**config.mk**
```make
export PLATFORM = sky130hd
export DESIGN_NAME = ddr_oe_slave
export DESIGN_NICKNAME = d
export VERILOG_FILES = /design/src/rtl/ddr_oe_pkg.sv /design/src/rtl/ddr_oe_sync.sv /design/src/rtl/ddr_oe_fsm.sv /design/src/rtl/ddr_oe_regs.sv /design/src/rtl/ddr_oe_slave.sv
export SDC_FILE = /design/constraint.sdc
export NUM_CORES = 1
export LEC_CHECK = 0
export ABC_AREA = 1
export ABC_CLOCK_PERIOD_IN_PS = 4100
export BUFFER_PORTS_ARGS = -buffer_cell sky130_fd_sc_hd__buf_2
export CAP_MARGIN = 30
export CORE_AREA = 2 2 81 83
export CTS_BUF_LIST = sky130_fd_sc_hd__clkbuf_4 sky130_fd_sc_hd__clkbuf_8
export CTS_CLUSTER_DIAMETER = 60
export DETAILED_ROUTE_END_ITERATION = 10
export DIE_AREA = 0 0 83 85
export GPL_TIMING_DRIVEN = 0
export PLACE_DENSITY_LB_ADDON = 0.05
export SYNTH_ARGS = -nofsm -noshare
export SYNTH_HDL_FRONTEND = slang
export SYNTH_HIERARCHICAL = 1
export SYNTH_SLANG_ARGS = --single-unit
export TNS_END_PERCENT = 10
```
**constraint.sdc**
```tcl
create_clock -name clk -period 4.1 [get_ports clk]
set_clock_uncertainty 0.2 [all_clocks]
set_input_delay 0.41 -clock clk [delete_from_list [all_inputs] [get_ports clk]]
set_output_delay 0.41 -clock clk [all_outputs]
set_load 0.02 [all_outputs]
```
**src/rtl/ddr_oe_pkg.sv**
```systemverilog
package ddr_oe_pkg;
    localparam int          N_PAIRS    = 12;
    localparam int          POS_W      = 5;
    localparam logic [6:0]  SLV_ADDR   = 7'b1101001;
    localparam logic [7:0]  BYTE_COUNT = 8'h09;
    localparam logic [POS_W-1:0] IDX_HI = 5'd6;
    localparam logic [POS_W-1:0] IDX_LO = 5'd7;
    localparam logic [7:0]  HI_MASK    = 8'h2F;
    localparam logic [7:0]  HI_RESET   = 8'h0F;
    localparam logic [7:0]  LO_RESET   = 8'hFF;
    localparam int          BOOST_BIT  = 5;

    typedef enum logic [2:0] {
        ST_IDLE, ST_ADDR, ST_ACK, ST_WRB, ST_RDB, ST_RDACK
    } bus_st_e;

    typedef struct packed {
        logic [1:0] scl_ff;
        logic [1:0] sda_ff;
        logic       scl_p;
        logic       sda_p;
    } sync_t;

    typedef struct packed {
        bus_st_e          st;
        logic [3:0]       cnt;
        logic [7:0]       sh;
        logic [POS_W-1:0] pos;
        logic             rd;
        logic             pull;
        logic             mack;
    } fsm_t;

    typedef struct packed {
        logic [7:0] hi;
        logic [7:0] lo;
    } regs_t;
endpackage

```
**src/rtl/ddr_oe_sync.sv**
```systemverilog
module ddr_oe_sync
    import ddr_oe_pkg::*;
(
    input  logic clk,
    input  logic rst_n,
    input  logic scl_i,
    input  logic sda_i,
    output logic sda_s,
    output logic scl_rise,
    output logic scl_fall,
    output logic start_evt,
    output logic stop_evt
);
    sync_t d, q;
    logic  scl_s;

    always_comb begin
        d        = q;
        d.scl_ff = {q.scl_ff[0], scl_i};
        d.sda_ff = {q.sda_ff[0], sda_i};
        d.scl_p  = q.scl_ff[1];
        d.sda_p  = q.sda_ff[1];
    end

    always_ff @(posedge clk or negedge rst_n) begin
        if (!rst_n) q <= '1;
        else        q <= d;
    end

    assign scl_s     = q.scl_ff[1];
    assign sda_s     = q.sda_ff[1];
    assign scl_rise  = scl_s & ~q.scl_p;
    assign scl_fall  = ~scl_s & q.scl_p;
    assign start_evt = scl_s & q.scl_p & q.sda_p & ~sda_s;
    assign stop_evt  = scl_s & q.scl_p & ~q.sda_p & sda_s;
endmodule

```
**src/rtl/ddr_oe_fsm.sv**
```systemverilog
module ddr_oe_fsm
    import ddr_oe_pkg::*;
(
    input  logic             clk,
    input  logic             rst_n,
    input  logic             sda_s,
    input  logic             scl_rise,
    input  logic             scl_fall,
    input  logic             start_evt,
    input  logic             stop_evt,
    input  logic [7:0]       rd_data,
    output logic [POS_W-1:0] rd_idx,
    output logic             wr_en,
    output logic [POS_W-1:0] wr_idx,
    output logic [7:0]       wr_data,
    output logic             sda_pull
);
    localparam logic [POS_W-1:0] POS_MAX = '1;
    fsm_t       d, q;
    logic [7:0] nxt_byte;

    always_comb begin
        d        = q;
        wr_en    = 1'b0;
        wr_idx   = q.pos - POS_W'(2);
        wr_data  = q.sh;
        rd_idx   = q.pos - POS_W'(1);
        nxt_byte = (q.pos == '0) ? BYTE_COUNT : rd_data;
        if (start_evt) begin
            d.st   = ST_ADDR;
            d.cnt  = '0;
            d.pos  = '0;
            d.pull = 1'b0;
        end else if (stop_evt) begin
            d.st   = ST_IDLE;
            d.pull = 1'b0;
        end else begin
            unique case (q.st)
                ST_ADDR, ST_WRB: begin
                    if (scl_rise && q.cnt != 4'd8) begin
                        d.sh  = {q.sh[6:0], sda_s};
                        d.cnt = q.cnt + 4'd1;
                    end
                    if (scl_fall && q.cnt == 4'd8) begin
                        if (q.st == ST_ADDR) begin
                            if (q.sh[7:1] == SLV_ADDR) begin
                                d.st   = ST_ACK;
                                d.pull = 1'b1;
                                d.rd   = q.sh[0];
                            end else begin
                                d.st = ST_IDLE;
                            end
                        end else begin
                            d.st   = ST_ACK;
                            d.pull = 1'b1;
                            wr_en  = (q.pos >= POS_W'(2));
                            if (q.pos != POS_MAX) d.pos = q.pos + POS_W'(1);
                        end
                    end
                end
                ST_ACK: begin
                    if (scl_fall) begin
                        d.cnt = '0;
                        if (q.rd) begin
                            d.st   = ST_RDB;
                            d.sh   = nxt_byte;
                            d.pull = ~nxt_byte[7];
                            if (q.pos != POS_MAX) d.pos = q.pos + POS_W'(1);
                        end else begin
                            d.st   = ST_WRB;
                            d.pull = 1'b0;
                        end
                    end
                end
                ST_RDB: begin
                    if (scl_fall) begin
                        d.cnt = q.cnt + 4'd1;
                        if (q.cnt == 4'd7) begin
                            d.st   = ST_RDACK;
                            d.pull = 1'b0;
                            d.mack = 1'b0;
                        end else begin
                            d.sh   = {q.sh[6:0], 1'b0};
                            d.pull = ~q.sh[6];
                        end
                    end
                end
                ST_RDACK: begin
                    if (scl_rise) begin
                        if (sda_s) d.st   = ST_IDLE;
                        else       d.mack = 1'b1;
                    end
                    if (scl_fall && q.mack) begin
                        d.st   = ST_RDB;
                        d.cnt  = '0;
                        d.sh   = nxt_byte;
                        d.pull = ~nxt_byte[7];
                        if (q.pos != POS_MAX) d.pos = q.pos + POS_W'(1);
                    end
                end
                default: d.st = ST_IDLE;
            endcase
        end
    end

    always_ff @(posedge clk or negedge rst_n) begin
        if (!rst_n) q <= '{st: ST_IDLE, cnt: '0, sh: '0, pos: '0,
                           rd: 1'b0, pull: 1'b0, mack: 1'b0};
        else        q <= d;
    end

    assign sda_pull = q.pull;
endmodule

```
**src/rtl/ddr_oe_regs.sv**
```systemverilog
module ddr_oe_regs
    import ddr_oe_pkg::*;
(
    input  logic               clk,
    input  logic               rst_n,
    input  logic               wr_en,
    input  logic [POS_W-1:0]   wr_idx,
    input  logic [7:0]         wr_data,
    input  logic [POS_W-1:0]   rd_idx,
    output logic [7:0]         rd_data,
    output logic [N_PAIRS-1:0] en_bits,
    output logic               boost
);
    regs_t d, q;

    always_comb begin
        d = q;
        if (wr_en && wr_idx == IDX_HI) d.hi = wr_data & HI_MASK;
        if (wr_en && wr_idx == IDX_LO) d.lo = wr_data;
    end

    always_ff @(posedge clk or negedge rst_n) begin
        if (!rst_n) q <= '{hi: HI_RESET, lo: LO_RESET};
        else        q <= d;
    end

    always_comb begin
        if (rd_idx == IDX_HI)      rd_data = q.hi;
        else if (rd_idx == IDX_LO) rd_data = q.lo;
        else                       rd_data = 8'h00;
    end

    assign en_bits = {q.hi[N_PAIRS-9:0], q.lo};
    assign boost   = q.hi[BOOST_BIT];
endmodule

```
**src/rtl/ddr_oe_slave.sv**
```systemverilog
module ddr_oe_slave
    import ddr_oe_pkg::*;
(
    input  logic               clk,
    input  logic               rst_n,
    input  logic               scl_i,
    input  logic               sda_i,
    output logic               sda_pull_o,
    input  logic               pwrdn_n,
    output logic [N_PAIRS-1:0] pair_oe_o,
    output logic               drive_boost_o,
    output logic               outs_hiz_o
);
    logic               sda_s, scl_rise, scl_fall, start_evt, stop_evt;
    logic               wr_en;
    logic [POS_W-1:0]   wr_idx, rd_idx;
    logic [7:0]         wr_data, rd_data;
    logic [N_PAIRS-1:0] en_bits;

    ddr_oe_sync u_sync (
        .clk(clk), .rst_n(rst_n), .scl_i(scl_i), .sda_i(sda_i),
        .sda_s(sda_s), .scl_rise(scl_rise), .scl_fall(scl_fall),
        .start_evt(start_evt), .stop_evt(stop_evt)
    );

    ddr_oe_fsm u_fsm (
        .clk(clk), .rst_n(rst_n), .sda_s(sda_s), .scl_rise(scl_rise),
        .scl_fall(scl_fall), .start_evt(start_evt), .stop_evt(stop_evt),
        .rd_data(rd_data), .rd_idx(rd_idx), .wr_en(wr_en),
        .wr_idx(wr_idx), .wr_data(wr_data), .sda_pull(sda_pull_o)
    );

    ddr_oe_regs u_regs (
        .clk(clk), .rst_n(rst_n), .wr_en(wr_en), .wr_idx(wr_idx),
        .wr_data(wr_data), .rd_idx(rd_idx), .rd_data(rd_data),
        .en_bits(en_bits), .boost(drive_boost_o)
    );

    for (genvar i = 0; i < N_PAIRS; i++) begin : g_gate
        assign pair_oe_o[i] = en_bits[i] & pwrdn_n;
    end
    assign outs_hiz_o = ~pwrdn_n;
endmodule

```
==> impl_metrics.json, run 1 <==
{
  "status": "finished clean",
  "clock_latency_ns": 0.29,
  "clock_path_buffers": 2,
  "synth_warnings": 6,
  "grt_pass1_vias": 2479,
  "fin_setup_tns_ns": 0,
  "drcViolationCount": 0,
  "drive_above_1_share_pct": 21.5,
  "seq_area_frac_synth_pct": 35.8,
  "finalCritPeriodShare_pct": 58.7,
  "first_pass_iters": 4,
  "fmax_mhz": 415,
  "yosysMostFrequentCell": "nand2_1",
  "crit_required_ns": 4.13,
  "post-dp-hpwl_um": 4920,
  "slew_headroom_pct": 61.7,
  "finalSetupViolations": 0,
  "syn_nets": 448,
  "vdd_ir_drop_max_mv": 0.206,
  "path_delay_family": "simple AND/OR/NAND/NOR gates",
  "path_max_fanout": 10,
  "num_vias": 2624,
  "path_buf_inv": 2,
  "synth_edf_count": 0,
  "fp.dieH_um": 85,
  "total_power_mw": 1.11,
  "yosysTopAreaCell": "nand2_1",
  "synthTopCellsByCount": "nand2_1 (173), inv_1 (53), nand3_1 (31)",
  "synthArstFlopShare_pct": 100,
  "routed_via_density": 4.83,
  "hold_violations": 0,
  "grt_pass1_wl_um": 11400,
  "ios": 20,
  "grt-ovfl-total": 0,
  "final_cell_area_um2": 3360,
  "crit_top_cell": "nand2_1",
  "netlist_instances": 435,
  "crit_chain": "inv_1, ha_1, xor2_1, nand2_1, o21ai_0, nor3_2, buf_4, nand3_1, nand2_1, a31oi_1, o21ai_0, nand3_1, nand2_1",
  "antenna_found_initial": 0,
  "cp-end-kind": "flop",
  "cp-start-kind": "flop",
  "critical_path_class": "flop to flop",
  "power_density_nw_per_um2": 330,
  "placedCellCount": 531,
  "cp.arrival_ns": 2.44,
  "cp_slowest_cell": "dfrtp_1",
  "cts.repair.resized": 0,
  "ys_ff_latch": 42,
  "yosysUniqueCellTypes": 34,
  "dieArea_um2": 7060,
  "cts_root_buf": "clkbuf_8",
  "synth_ff_type": "dfrtp_1",
  "drt-initial-drc-count": 112,
  "h-tree-depth": 2,
  "grt_setup_unrepaired": "no",
  "synthTopCellsByArea": "nand2_1 (22%), dfrtp_1 (20%), dfstp_2 (16%)",
  "gp_congestion": 0.871,
  "synth.cell_area_um2": 3000,
  "final_cells": 543,
  "leakage_nw": 1.88,
  "clkSinkCount": 42,
  "slew_viol_final": 0,
  "initial_core_util_pct": 48.3,
  "wirelength_um": 6390,
  "tightest_slew_ns": 0.572,
  "place_area_um2": 3190,
  "grtUsageTotal_pct": 19.7,
  "wl_per_cell_um": 11.8,
  "cts-buffers-inserted": 5,
  "rows": 29,
  "final_nets": 478,
  "grt_max_degree": 43,
  "antenna_violating_nets_post_route": 0,
  "io_buffers": 19,
  "max_stage_delay_ns": 0.40,
  "syn_to_final_growth_pct": 12.1,
  "synth_top_area_share_pct": 21.7,
  "cts_tree": "built",
  "hp-class": "flop to flop",
  "fin_crit_ns": 2.41,
  "clkTransAtPathRegs_ns": 0.08,
  "drv_cap": 0,
  "n_antenna_cell": 0,
  "avgSynthCellArea_um2": 6.89,
  "core_um2": 6200,
  "die_w_um": 83
}
cells by family (layout without fill, tap and decap cells):
family	after synthesis	after routing	synth area share (%)
AO/OA/AOI/OAI	30	30	5.26
adder cells (fa/ha/maj)	8	8	3.34
buffers and inverters	77	108	11.3
flip-flops	42	42	35.8
XOR/XNOR	8	8	2.34
AND/OR/NAND/NOR	270	270	41.9
cell usage in the layout, fill, tap and decap left out, types with 3 or more instances in the layout:
master / n
nand2_1: 173
inv_1: 53
nand3_1: 31
nor2_1: 27
dfrtp_1: 24
buf_2: 20
dfstp_2: 18
o21ai_0: 14
inv_2: 10
buf_4: 10
a21oi_1: 8
ha_1: 8
xor2_1: 7
nand2_2: 6
nor2_2: 6
clkbuf_8: 5
nor3_1: 5
nor2_4: 5
o21ai_1: 4
dlygate4sd3_1: 3
nand4_1: 3
nand3_2: 3
nand2_4: 3
metal layers:
layer	global-route usage [%]	vias up	share of wire (%)
met4	5.22	0	0.92
li1	-	1393	-
met2	35.9	41	51
met3	3.60	6	3.0
met5	0	-	0
met1	24.0	1184	45
registers in the layout (all words and copies together) (netlist names):
signal / count
u_sync/d: 3
u_fsm/q: 14
u_sync/q: 2
u_fsm/wr_data: 8
u_regs/boost: 1
u_fsm/sda_pull: 1
u_sync/sda_s: 1
u_regs/en_bits: 12
final timing paths:
| check | slack [ns] | cells past startpoint | start | endpoint |
|---|---|---|---|---|
| setup / recovery | 1.69 | 13 | u_fsm/q[4]$_DFFE_PN0P_ | u_fsm/wr_data[0]$_DFFE_PN0P_ |
| setup reg to reg | 1.69 | 13 | u_fsm/q[4]$_DFFE_PN0P_ | u_fsm/wr_data[0]$_DFFE_PN0P_ |
| hold / removal | 0.16 | 0 | u_sync/d[3]$_DFF_PN1_ | u_sync/sda_s$_DFF_PN1_ |
| min in group asynchronous | 0.44 | 2 | rst_n | u_fsm/wr_data[0]$_DFFE_PN0P_ |
| hold reg to reg | 0.16 | 0 | u_sync/d[3]$_DFF_PN1_ | u_sync/sda_s$_DFF_PN1_ |
| max in group asynchronous | 2.69 | 3 | rst_n | u_sync/d[3]$_DFF_PN1_ |
stage by stage:
stage          hold WS [ns]  utilization [%]  setup slack [ns]
6_report              0.157             54.1              1.69
4_1_cts             0.00213             53.4              1.67
5_1_grt               0.163             54.1              1.47
2_1_floorplan       -0.0856                -              1.96
3_3_place_gp          0.146             51.4              1.75
3_5_place_dp          0.147             51.4              1.70
what timing repair did:
action / in CTS / in global routing
hold endpoints to repair: 1 / 11
buffers inserted: 0 / 0
hold buffers: 1 / 2
layout make-up:
cell class                      instances  area (µm²)
Fill cell                             636        2850
Multi-Input combinational cell        316        1580
Sequential cell                        42        1070
Inverter                               65         246
Timing Repair Buffer                   23         153
Tap cell                               77        96.3
Buffer                                 12        91.3
Clock buffer                            6        76.3
Clock inverter                          2        37.5
where the power goes:
group	total (mW)	switching, mW	internal (mW)
registers	0.491	0.0406	0.450
logic	0.284	0.176	0.108
clock network	0.334	0.146	0.188
total	1.11	0.362	0.747
Power figures use the tool's default switching activity.
==> run 2, diff against run 1 <==
ABC_CLOCK_PERIOD_IN_PS = 2350   (was 4100)
clock period = 2.35 ns   (was 4.1 ns; I/O delays follow)
==> run 2 against run 1 <==
  * Non-clock buffer count rose by 6
  * Via count increased by 2.0%
  * Combinational power up 97%
  * Power increased by 81%
  * Flip-flop and latch count stayed put
  * Final cell count grew 1.1%
  * Count of clock-buffer cells in the layout is the same
  * Die area stayed put
==> impl_metrics.json, run 2 (synthesis gave the netlist of run 1 again) <==
{
  "routed_via_density": 4.87,
  "cp_slowest_cell": "dfrtp_2",
  "cp-end-kind": "flop",
  "n_antenna_cell": 0,
  "clock_path_buffers": 2,
  "final_common_cell": "nand2_1",
  "h-tree-depth": 2,
  "ios": 20,
  "cts-buffers-inserted": 5,
  "place_area_um2": 3190,
  "max_stage_delay_ns": 0.42,
  "antenna_violating_nets_post_route": 0,
  "fin_setup_tns_ns": 0,
  "grt_setup_unrepaired": "yes",
  "fmax_mhz": 451,
  "largest_reg_flops": 14,
  "slew_headroom_pct": 61.9,
  "final_nets": 484,
  "hold_violations": 0,
  "cts_root_buf": "clkbuf_8",
  "cp-start-kind": "flop",
  "post-dp-hpwl_um": 4920,
  "vdd_ir_drop_max_mv": 0.358,
  "grt_max_degree": 43,
  "clkTransAtPathRegs_ns": 0.08,
  "fin_crit_ns": 2.22,
  "drt-initial-drc-count": 113,
  "cp.arrival_ns": 2.25,
  "antenna_found_initial": 0,
  "status": "finished clean",
  "path_max_fanout": 6,
  "route.met3.wl_um": 239,
  "clock_latency_ns": 0.29,
  "mostFrequentLayoutCells": "nand2_1 (172), inv_1 (51), nand3_1 (31)",
  "tightest_slew_ns": 0.569,
  "initial_core_util_pct": 48.3,
  "top_register": "u_fsm/q",
  "hp-class": "flop to flop",
  "finalCritPeriodShare_pct": 94.5,
  "final_cell_area_um2": 3470,
  "syn_to_final_growth_pct": 15.7,
  "slew_viol_final": 0,
  "crit_top_cell": "nand2_1",
  "first_pass_iters": 7,
  "crit_required_ns": 2.38,
  "grt_pass1_wl_um": 11400,
  "io_buffers": 19,
  "crit_chain": "inv_4, ha_2, xor2_2, nand2_1, o21ai_1, nor3_4, buf_4, nand3_1, nand2_1, nand2_1, o21ai_0, nand3_1, nand2_1",
  "grt_pass1_vias": 2479,
  "critical_path_class": "flop to flop",
  "wirelength_um": 6550,
  "grtUsageTotal_pct": 19.7,
  "m1WireLength_um": 2900,
  "wl_met2_um": 3350,
  "gp_congestion": 0.871,
  "drv_cap": 0,
  "power_density_nw_per_um2": 578,
  "drive_above_1_share_pct": 25.2,
  "drcViolationCount": 0,
  "utilization_pct": 55.9,
  "leakage_nw": 1.90,
  "path_delay_family": "simple AND/OR/NAND/NOR gates",
  "core_um2": 6200,
  "clkSinkCount": 42,
  "wl_per_cell_um": 11.9,
  "cts_tree": "built",
  "rows": 29,
  "die_w_um": 83,
  "total_power_mw": 2.00,
  "finalSetupViolations": 0,
  "grt-ovfl-total": 0,
  "fin_hold_ws_ns": 0.157,
  "dieArea_um2": 7060,
  "path_buf_inv": 2,
  "top_layer_used": "met4",
  "fp.dieH_um": 85,
  "num_vias": 2676
}
-- run 2: changes by cell type in the layout (fill, tap and decap cells not counted), sizes merged --
cell	before	now
buf	32	37
clkbuf	6	7
-- run 2: worst paths after layout --
check,startpoint,end,slack [ns],cells after the start
max in group asynchronous,rst_n,u_sync/q[1]$_DFF_PN1_,1.12,3
max reg2reg,u_fsm/q[4]$_DFFE_PN0P_,u_fsm/wr_data[5]$_DFFE_PN0P_,0.13,13
min in group asynchronous,rst_n,u_regs/boost$_DFFE_PN0P_,0.26,2
min reg2reg,u_sync/d[3]$_DFF_PN1_,u_sync/sda_s$_DFF_PN1_,0.16,0
min,u_sync/d[3]$_DFF_PN1_,u_sync/sda_s$_DFF_PN1_,0.16,0
max,u_fsm/q[4]$_DFFE_PN0P_,u_fsm/wr_data[5]$_DFFE_PN0P_,0.13,13
-- run 2: what timing repair did --
| item | 4_1_cts | 5_1_grt |
|---|---|---|
| hold buffers | 3 | 0 |
| gates cloned | 0 | 1 |
| pin swaps | 0 | 5 |
| setup buffers | 0 | 5 |
| hold endpoints to repair | 26 | 0 |
| endpoints found under the setup margin | 15 | 24 |
| gates resized for setup | 4 | 18 |
-- run 2: per-layer routing --
| layer | global-route usage, % | vias up |
|---|---|---|
| li1 | - | 1404 |
| met1 | 24.0 | 1209 |
| met2 | 35.9 | 56 |
| met3 | 3.60 | 7 |
| met4 | 5.22 | 0 |
| met5 | 0 | - |
-- run 2: area by class of cell --
type / instances / area, µm²
fillers: 621 / 2740
multi-input cells: 316 / 1640
flip-flops and latches: 42 / 1080
inverters: 65 / 251
repair buffers: 29 / 198
well taps: 77 / 96.3
plain buffers: 12 / 93.8
clock buffers: 6 / 76.3
clock inverters: 2 / 37.5
-- run 2: power by group --
| part | total (mW) | switching (mW) | internal, mW |
|---|---|---|---|
| logic | 0.559 | 0.333 | 0.226 |
| registers | 0.862 | 0.0749 | 0.788 |
| clock network | 0.583 | 0.255 | 0.329 |
| total | 2.00 | 0.662 | 1.34 |
-- run 2: through the flow --
stage | setup slack (ns) | instances
CTS | -0.0213 | 542
finish | 0.130 | 549
detailed placement | -0.0459 | 531
global placement | -0.00251 | 531
floorplan | 0.212 | 435
global route | -0.0241 | 549
-- run 2: worst reg2reg max path: cells and delay by family (launching register included) --
family	cells	cell delay (ns)
flops	1	0.42
buf+inv	2	0.25
simple gates	7	0.61
fa+ha+maj	1	0.22
compound gates	2	0.29
xor+xnor	1	0.18
==> run 3, diff against run 2 <==
ABC_CLOCK_PERIOD_IN_PS = 2700   (was 2350)
clock period = 2.7 ns   (was 2.35 ns; I/O delays follow)
==> run 3 against run 2 <==
  * Design area is 3.1% lower
  * Count of clock-buffer cells in the layout stayed put
  * Flip-flop and latch count stayed put
  * Highest routed layer unchanged
  * Critical path type unchanged
  * Maximum frequency is 8.0% lower
  * Worst setup slack better by 0.16 ns
  * Clock power is 13% lower
==> impl_metrics.json, run 3 (synthesis gave the netlist of run 1 again) <==
{
  "intPower_mw": 1.13,
  "cts_tree": "built",
  "pwr-share-seq_pct": 44.2,
  "wirelength_um": 6410,
  "cp.arrival_ns": 2.45,
  "crit_required_ns": 2.74,
  "grt_pass1_wl_um": 11400,
  "dieArea_um2": 7060,
  "hold_violations": 0,
  "core_um2": 6200,
  "place_area_um2": 3190,
  "fin_crit_ns": 2.41,
  "power_density_nw_per_um2": 502,
  "grtUsageMet3_pct": 3.60,
  "vdd_ir_drop_max_mv": 0.312,
  "tightest_slew_ns": 0.572,
  "die_w_um": 83,
  "clkSinkCount": 42,
  "status": "finished clean",
  "top_register": "u_fsm/q",
  "gp_congestion": 0.871,
  "finalSetupViolations": 0,
  "routed_via_density": 4.86,
  "num_vias": 2638,
  "drt-initial-drc-count": 107,
  "grtUsageTotal_pct": 19.7,
  "rows": 29,
  "antenna_found_initial": 0,
  "largest_reg_flops": 14,
  "n_antenna_cell": 0,
  "grt_busiest_layer": "met2",
  "mostFrequentLayoutCells": "nand2_1 (173), inv_1 (53), nand3_1 (31)",
  "post-dp-hpwl_um": 4920,
  "sw_frac_of_total_pct": 32.7,
  "slew_headroom_pct": 61.7,
  "fin_setup_tns_ns": 0,
  "grt_max_degree": 43,
  "drive_above_1_share_pct": 21.5,
  "h-tree-depth": 2,
  "fmax_mhz": 414,
  "drcViolationCount": 0,
  "clockPowerShare_pct": 30.2,
  "critical_path_class": "flop to flop",
  "final_cell_area_um2": 3360,
  "wl_per_cell_um": 11.8,
  "cp-end-kind": "flop",
  "fp.dieH_um": 85,
  "cts-buffers-inserted": 5,
  "clock_latency_ns": 0.29,
  "hold_depth": 0,
  "clkTransAtPathRegs_ns": 0.08,
  "finalCritPeriodShare_pct": 89.4,
  "antenna_violating_nets_post_route": 0,
  "ios": 20,
  "hp-class": "flop to flop",
  "drv_cap": 0,
  "leakage_nw": 1.88,
  "initial_core_util_pct": 48.3,
  "slew_viol_final": 0,
  "path_max_fanout": 10,
  "final_common_cell": "nand2_1",
  "cts.repair.resized": 0,
  "clock_path_buffers": 2,
  "grt_setup_unrepaired": "no",
  "cp-start-kind": "flop",
  "comb_power_share_pct": 25.6,
  "use_met2_pct": 35.9,
  "syn_to_final_growth_pct": 12.1,
  "reg2reg_depth": 13,
  "final_nets": 478,
  "cts_root_buf": "clkbuf_8",
  "grt-ovfl-total": 0,
  "grt_pass1_vias": 2482,
  "io_buffers": 19,
  "grt.met1_usage_pct": 24.1,
  "p_switching_mw": 0.552,
  "first_pass_iters": 4
}
-- run 3: repair_timing --
item | in CTS | in global routing
setup endpoints to repair | 0 | 0
endpoints found under the hold margin | 26 | 0
hold buffers | 3 | 0
buffers inserted | 0 | 0
-- run 3: power by group through the flow --
| stage | Clock (mW) | Combinational [mW] | Sequential (mW) |
|---|---|---|---|
| finish | 0.510 | 0.431 | 0.746 |
| detailed placement | 0 | 0.428 | 0.757 |
| floorplan | 0 | 0.343 | 0.738 |
| CTS | 0.529 | 0.433 | 0.745 |
| global placement | 0 | 0.415 | 0.756 |
| global route | 0.558 | 0.498 | 0.753 |
-- run 3: cell type report --
class	count	area [µm²]
timing repair buffer	23	153
multi-input combinational	316	1580
sequential	42	1070
clock inverter	2	37.5
inverter	65	246
fill	636	2850
tap	77	96.3
clock buffer	6	76.3
buffer	12	91.3
-- run 3: worst paths after layout --
path | startpoint | to | slack, ns
worst max-delay path | u_fsm/q[4]$_DFFE_PN0P_ | u_fsm/wr_data[5]$_DFFE_PN0P_ | 0.29
worst min-delay path | u_sync/d[3]$_DFF_PN1_ | u_sync/sda_s$_DFF_PN1_ | 0.16
worst max register to register | u_fsm/q[4]$_DFFE_PN0P_ | u_fsm/wr_data[5]$_DFFE_PN0P_ | 0.29
worst min register to register | u_sync/d[3]$_DFF_PN1_ | u_sync/sda_s$_DFF_PN1_ | 0.16
max in group asynchronous | rst_n | u_sync/d[3]$_DFF_PN1_ | 1.44
min in group asynchronous | rst_n | u_fsm/wr_data[0]$_DFFE_PN0P_ | 0.29
-- run 3: critical path: stages (launching register included) --
cell and delay, ns:
dfrtp_1 0.40, inv_1 0.16, ha_1 0.27, xor2_1 0.19, nand2_1 0.07, o21ai_0 0.09
nor3_2 0.22, buf_4 0.19, nand3_1 0.08, nand2_1 0.08, nand2_1 0.05, o21ai_0 0.20
nand3_1 0.10, nand2_1 0.07
-- run 3: through the flow --
step	power, mW	cells	setup WS [ns]	hold WS, ns	utilization, %
floorplan	1.08	435	0.562	-0.226	-
global placement	1.17	531	0.347	0.146	51.4
detailed placement	1.18	531	0.304	0.147	51.4
CTS	1.71	542	0.266	0.159	53.7
global route	1.81	543	0.0729	0.163	54.1
finish	1.69	543	0.287	0.157	54.1
-- run 3: metal layers --
metal / part of all wire, % / vias up
met3: 3.2 / 7
met4: 1.2 / 0
met2: 50 / 46
met5: 0 / -
met1: 45 / 1189
li1: - / 1396
